### src/rtl/hit_packer_fifo.sv
module hit_packer_fifo #(
  parameter int ROWS  = 8,
  parameter int SUB_W = 2,
  parameter int MC_W  = 3,
  parameter int TS_W  = 4,
  parameter int DEPTH = 16
) (
  input  logic                  clk,
  input  logic                  rst_n,
  input  logic                  col_valid,
  input  logic [ROWS-1:0]       col_rows,
  input  logic [SUB_W-1:0]      sub_col,
  input  logic [MC_W-1:0]       mc_idx,
  input  logic [TS_W-1:0]       ts,
  output logic                  stall,
  output logic                  out_valid,
  output logic [$clog2(ROWS)+SUB_W+MC_W+TS_W-1:0] out_hit
);
  localparam int ROW_W = $clog2(ROWS);
  localparam int HIT_W = ROW_W + SUB_W + MC_W + TS_W;
  localparam int AW    = $clog2(DEPTH);
  localparam int CW    = AW + 1;
  localparam int RW    = ROW_W + 1;
  localparam logic [CW-1:0] STALL_AT = CW'(DEPTH - ROWS);

  logic [HIT_W-1:0] mem [DEPTH];
  logic [AW-1:0]    wr_ptr, rd_ptr;
  logic [CW-1:0]    cnt;
  logic [RW-1:0]    rank [ROWS];
  logic [RW-1:0]    n_hits;

  assign stall = cnt > STALL_AT;
  wire accept = col_valid && !stall;
  wire pop    = cnt != '0;

  always_comb begin
    n_hits = '0;
    for (int i = 0; i < ROWS; i++) begin
      rank[i] = n_hits;
      n_hits  = n_hits + RW'(col_rows[i]);
    end
  end

  always_ff @(posedge clk) begin
    if (accept)
      for (int i = 0; i < ROWS; i++)
        if (col_rows[i])
          mem[wr_ptr + AW'(rank[i])] <= {ROW_W'(i), sub_col, mc_idx, ts};
  end

  always_ff @(posedge clk) begin
    if (!rst_n) begin
      wr_ptr    <= '0;
      rd_ptr    <= '0;
      cnt       <= '0;
      out_valid <= 1'b0;
      out_hit   <= '0;
    end else begin
      if (accept) wr_ptr <= wr_ptr + AW'(n_hits);
      cnt       <= cnt + (accept ? CW'(n_hits) : '0) - CW'(pop);
      out_valid <= pop;
      if (pop) begin
        out_hit <= mem[rd_ptr];
        rd_ptr  <= rd_ptr + 1'b1;
      end
    end
  end

  assert_no_overflow_R6: assert property (@(posedge clk) disable iff (!rst_n)
    cnt <= CW'(DEPTH));
  assert_stall_blocks_R7: assert property (@(posedge clk) disable iff (!rst_n)
    (stall && col_valid) |=> cnt <= $past(cnt));
  assert_valid_from_data_R4: assert property (@(posedge clk) disable iff (!rst_n)
    out_valid |-> $past(cnt) != '0);
  assert_idle_hold_R8: assert property (@(posedge clk) disable iff (!rst_n)
    !out_valid |-> $stable(out_hit));
endmodule

### config.mk
export PLATFORM = sky130hd
export DESIGN_NAME = hit_packer_fifo
export DESIGN_NICKNAME = d
export VERILOG_FILES = /design/src/rtl/hit_packer_fifo.sv
export SDC_FILE = /design/constraint.sdc
export NUM_CORES = 1
export LEC_CHECK = 0
export BUFFER_PORTS_ARGS = -buffer_cell sky130_fd_sc_hd__buf_4
export CAP_MARGIN = 20
export CORE_ASPECT_RATIO = 0.5
export CORE_UTILIZATION = 30
export CTS_BUF_LIST = sky130_fd_sc_hd__clkbuf_4 sky130_fd_sc_hd__clkbuf_8
export CTS_CLUSTER_DIAMETER = 30
export DETAILED_ROUTE_END_ITERATION = 6
export GPL_ROUTABILITY_DRIVEN = 1
export PLACE_DENSITY = 0.41
export SLEW_MARGIN = 20
export SYNTH_ARGS = -nofsm -noshare
export SYNTH_HDL_FRONTEND = slang
export SYNTH_SLANG_ARGS = --single-unit
### constraint.sdc
create_clock -name clk -period 5.7 [get_ports clk]
set_input_delay 0.285 -clock clk [delete_from_list [all_inputs] [get_ports clk]]
set_output_delay 0.285 -clock clk [all_outputs]
set_load 0.005 [all_outputs]
### Yosys cells after proc, flatten, opt, wreduce, memory -nomap -nowiden

Memory sizes are Yosys's and may differ from the RTL's. A register that Yosys moved wholly into a read port is not among the register bits.
Cells that the tools add are included.

* reduce and logical (&&, ||, !) cells: 4
* mux-type cells: 25
* magnitude comparators: 1
* add/sub/neg operators: 18

Operators with widths (count)
* $mux W1: 24
* $add A4 B1 Y4: 5
* $add A4 B4 Y4: 5
* $add A5 B4 Y5: 1
* $gt A5 B4 Y1 const B: 1
* $reduce_bool A5 Y1: 1
* $sub A5 B1 Y5: 1
* $add A3 B1 Y4: 1
* $add A4 B1 Y4 const B: 1
* $add A4 B2 Y4: 1
* $add A4 B3 Y4: 1
* $mux W4: 1
* $add A2 B1 Y3: 1
* $add A1 B1 Y2: 1
* $logic_not A1 Y1: 2
* $logic_and A1 B1 Y1: 1

* memories: 1
* flip-flop bits (word level): 14
* RAM bits: 192
* bits of input ports: 20
* word-level logic and storage cells: 53

Memories
* mem: depth 16, bits a word 12, rd ports 1, clocked after Yosys merged registers in 1, write ports 8, line 26 `logic [HIT_W-1:0] mem [DEPTH];`

### Logic depth before layout (Yosys ltp)

* depth in word-level cells: 10
* gate-level depth with buffers: 17

### Least setup slack after synthesis

Ideal clock, no wire load.

* path type: input to register
* start: input port col_rows[0]
* end: memory mem[5][0] (netlist bit), enable pin
* stages: 13
* arrival: 4.403 ns
* setup slack: 0.986 ns
* buffers on the path: 0
* cells stage by stage: fa_1 ha_1 fa_1 ha_1 ha_1 ha_1 ha_1 a21o_1 a21oi_4 xor2_4 a22oi_1 mux2i_1 or4_1

RTL lines
* from (decl): line 11 `input logic [ROWS-1:0] col_rows,`
* to (decl): line 26

==> impl_metrics.json <==
{
  "synth.area.top_cells": "edfxtp_1 (36%), dfxtp_1 (12%), mux4_2 (11%)",
  "yosys.area.top_type_share_pct": 36.3,
  "status": "finished clean",
  "clock_sinks": 218,
  "post_cts_buffers": 0,
  "synth_nets": 1080,
  "grt_pass1_wl_mm": 57.3,
  "ys_seq_elements": 218,
  "cts_buffers": 40,
  "drt-pass1-iter-count": 5,
  "dr_total_vias": 8514,
  "initial_utilization_pct": 30.5,
  "dr.first_iter.drc_count": 631,
  "die_h_microns": 143,
  "cts_resized": 0,
  "postCtsHoldBufs": 3,
  "io_pins": 34,
  "cts_buffer_depth": 3,
  "die_area_sq_um": 40500,
  "crit_start": "col_rows[0]",
  "dp_hpwl_mm": 28.9,
  "max_freq_mhz": 201,
  "fin_nets": 1150,
  "finalSetupViolCount": 0,
  "grtUsageTotal_pct": 19.3,
  "p_sw_share_pct": 40.7,
  "syn_inst": 1007,
  "maxSlewViolCount": 0,
  "layout-drive-gt1-share_pct": 20.0,
  "syn_area_sq_um": 11900,
  "leakage_nw": 5.00,
  "placed_cells": 1561,
  "final_cells": 1640,
  "cts_max_level": 2,
  "rsz0062_at_grt": "false",
  "io_buffers": 33,
  "clk-insertion-delay-late_ns": 0.59,
  "clk_pin_slew_ns": 0.06,
  "setup.worst_path.end_class": "flop",
  "internal_power_w": 0.00464,
  "wl_mm": 38.5,
  "fin_crit_sh_pct": 87.4,
  "power_frac_clock_pct": 20.1,
  "worstMarginPinSlew_ns": 1.12,
  "syn_to_final_growth_pct": 15.5,
  "final.setup_skew_ns": 0.0357,
  "yosys_warnings": 0,
  "yosysTopAreaCell": "edfxtp_1",
  "path_class": "input port to flop",
  "viasPerCell": 5.19,
  "num-fill-cells": 3881,
  "tns_ns": 0,
  "drv_cap": 0,
  "hold_viol_final": 0,
  "wl_per_cell_microns": 23.5,
  "grt_max_degree": 52,
  "hp-class": "input port to flop",
  "synth_area_per_cell_sq_um": 11.8,
  "ys_types": 83,
  "synth-async-reset-ratio_pct": 0,
  "tritoncts": "yes",
  "critPathMaxFanout": 9,
  "synth_common_cells": "edfxtp_1 (144), nand2_1 (99), nor2_1 (79)",
  "synth_edf_count": 144,
  "ir_drop_v": 0.000228,
  "fp.dieW_microns": 284,
  "place_congestion": 0.960,
  "min-delay-start": "sub_col[1]",
  "grt_overflow": 0,
  "p_switching_w": 0.00319,
  "antenna_found_initial": 1,
  "timing.rr.start": "wr_ptr[1]",
  "worstPathArrival_ns": 5.22,
  "synth_ff_type": "edfxtp_1",
  "crit_path_start_kind": "input port",
  "crit_required_ns": 5.94,
  "cts_root_buf": "clkbuf_8",
  "drc": 0,
  "slew_headroom_pct": 23.5,
  "fin_crit_ns": 4.98,
  "coreArea_sq_um": 39000,
  "rows": 51,
  "detail-route-antenna-nets": 0,
  "yosysMostFrequentCell": "edfxtp_1",
  "postLayoutCoreUtil_pct": 35.3,
  "sequentialPowerShare_pct": 33.8,
  "ys_seq_area_share_pct": 48.8,
  "grt_pass1_vias": 8608,
  "power_density_nw_per_um2": 569,
  "p_comb_share_pct": 46.1
}
==> power groups by stage <==
stage / Combinational [W] / Sequential (W) / Clock, W
after floorplan: 0.00249 / 0.00247 / 0
final: 0.00360 / 0.00265 / 0.00157
after global placement: 0.00354 / 0.00273 / 0
after CTS: 0.00356 / 0.00272 / 0.00161
after global routing: 0.00393 / 0.00271 / 0.00168
after detailed placement: 0.00354 / 0.00274 / 0
==> kinds of logic (layout without fill, tap and decap cells) <==
kind of cell | count (synthesis) | count (layout) | synth area share [%]
buffers and inverters | 75 | 177 | 2.56
other | 0 | 1 | 0
DFF | 218 | 218 | 48.8
xor gates and xnor gates | 37 | 37 | 3.78
adders and majority gates | 53 | 53 | 6.20
muxes | 76 | 76 | 12.8
AOI/OAI and AO/OA | 217 | 217 | 12.1
and+or+nand+nor | 331 | 331 | 13.8
==> through the flow <==
| step | setup WS, ns | power, W | hold slack, ns | area, sq um |
|---|---|---|---|---|
| 3_5_place_dp | 0.189 | 0.00629 | 0.440 | 12900 |
| 2_1_floorplan | 0.986 | 0.00495 | 0.384 | 11900 |
| 3_3_place_gp | 0.290 | 0.00627 | 0.437 | 12900 |
| 6_report | 0.721 | 0.00782 | 0.0336 | 13700 |
| 5_1_grt | 0.467 | 0.00832 | 0.0200 | 13700 |
| 4_1_cts | 0.775 | 0.00789 | 0.0223 | 13700 |
==> registers in the layout, indices dropped and copies added, names as in the netlist <==
name and count:
cnt 5, rd_ptr 4, out_valid 1, out_hit 12, mem 192, wr_ptr 4
==> per-layer routing <==
layer,wire length [microns],track usage (%),vias to the layer above
met5,0,0,-
met3,2110,3.45,73
li1,-,-,3969
met1,18000,26.2,4212
met2,17100,30.7,260
met4,1360,7.37,0
==> final timing paths <==
kind / cells after the start / slack, ns / to
max: 15 / 0.72 / mem[1][2]
min: 1 / 0.03 / mem[3][8]
max reg2reg: 8 / 1.44 / mem[12][6]
min reg2reg: 1 / 0.46 / mem[7][11]
==> layout by cell type, fill, tap and decap left out, types with 5 or more instances in the layout <==
master / count
or2_2: 5
edfxtp_1: 144
o22ai_1: 20
xor2_1: 10
nand2b_1: 20
nor3_1: 17
ha_1: 43
nand3_1: 28
o21ai_0: 45
clkbuf_4: 10
a21boi_0: 19
nand2_1: 99
o32ai_1: 5
a22oi_1: 14
and2_1: 14
mux2i_1: 11
dfxtp_1: 72
o31ai_1: 5
clkinv_1: 9
mux4_2: 60
nor2_1: 79
xnor2_1: 17
clkinv_2: 5
nand4b_1: 5
buf_4: 59
clkinvlp_4: 6
and3_1: 6
inv_1: 38
nor2b_1: 9
nand4_1: 14
clkbuf_8: 41
fa_1: 10
a21o_1: 14
a21oi_1: 47
or3_1: 13
o21a_1: 8
==> cell type report <==
class / count / area [sq um] / share of cell area (%)
Sequential cell: 218 / 5810 / 42.3
Multi-Input combinational cell: 714 / 5790 / 42.1
Tap cell: 530 / 663 / 4.82
Clock buffer: 51 / 639 / 4.65
Timing Repair Buffer: 63 / 500 / 3.64
Clock inverter: 23 / 188 / 1.37
Inverter: 40 / 150 / 1.09
Antenna cell: 1 / 2.50 / 0.0182
==> worst max-delay path, stage by stage <==
cell and delay, ns:
buf_4 0.14, fa_1 0.53, ha_1 0.24, fa_1 0.62, ha_1 0.30, ha_1 0.35
ha_1 0.23, xor2_1 0.35, ha_1 0.38, a21oi_4 0.29, xor2_4 0.35, o32ai_1 0.18
mux2i_2 0.30, nand3_2 0.12, or3_1 0.55
Note: power is estimated with default switching activity, not from simulation.
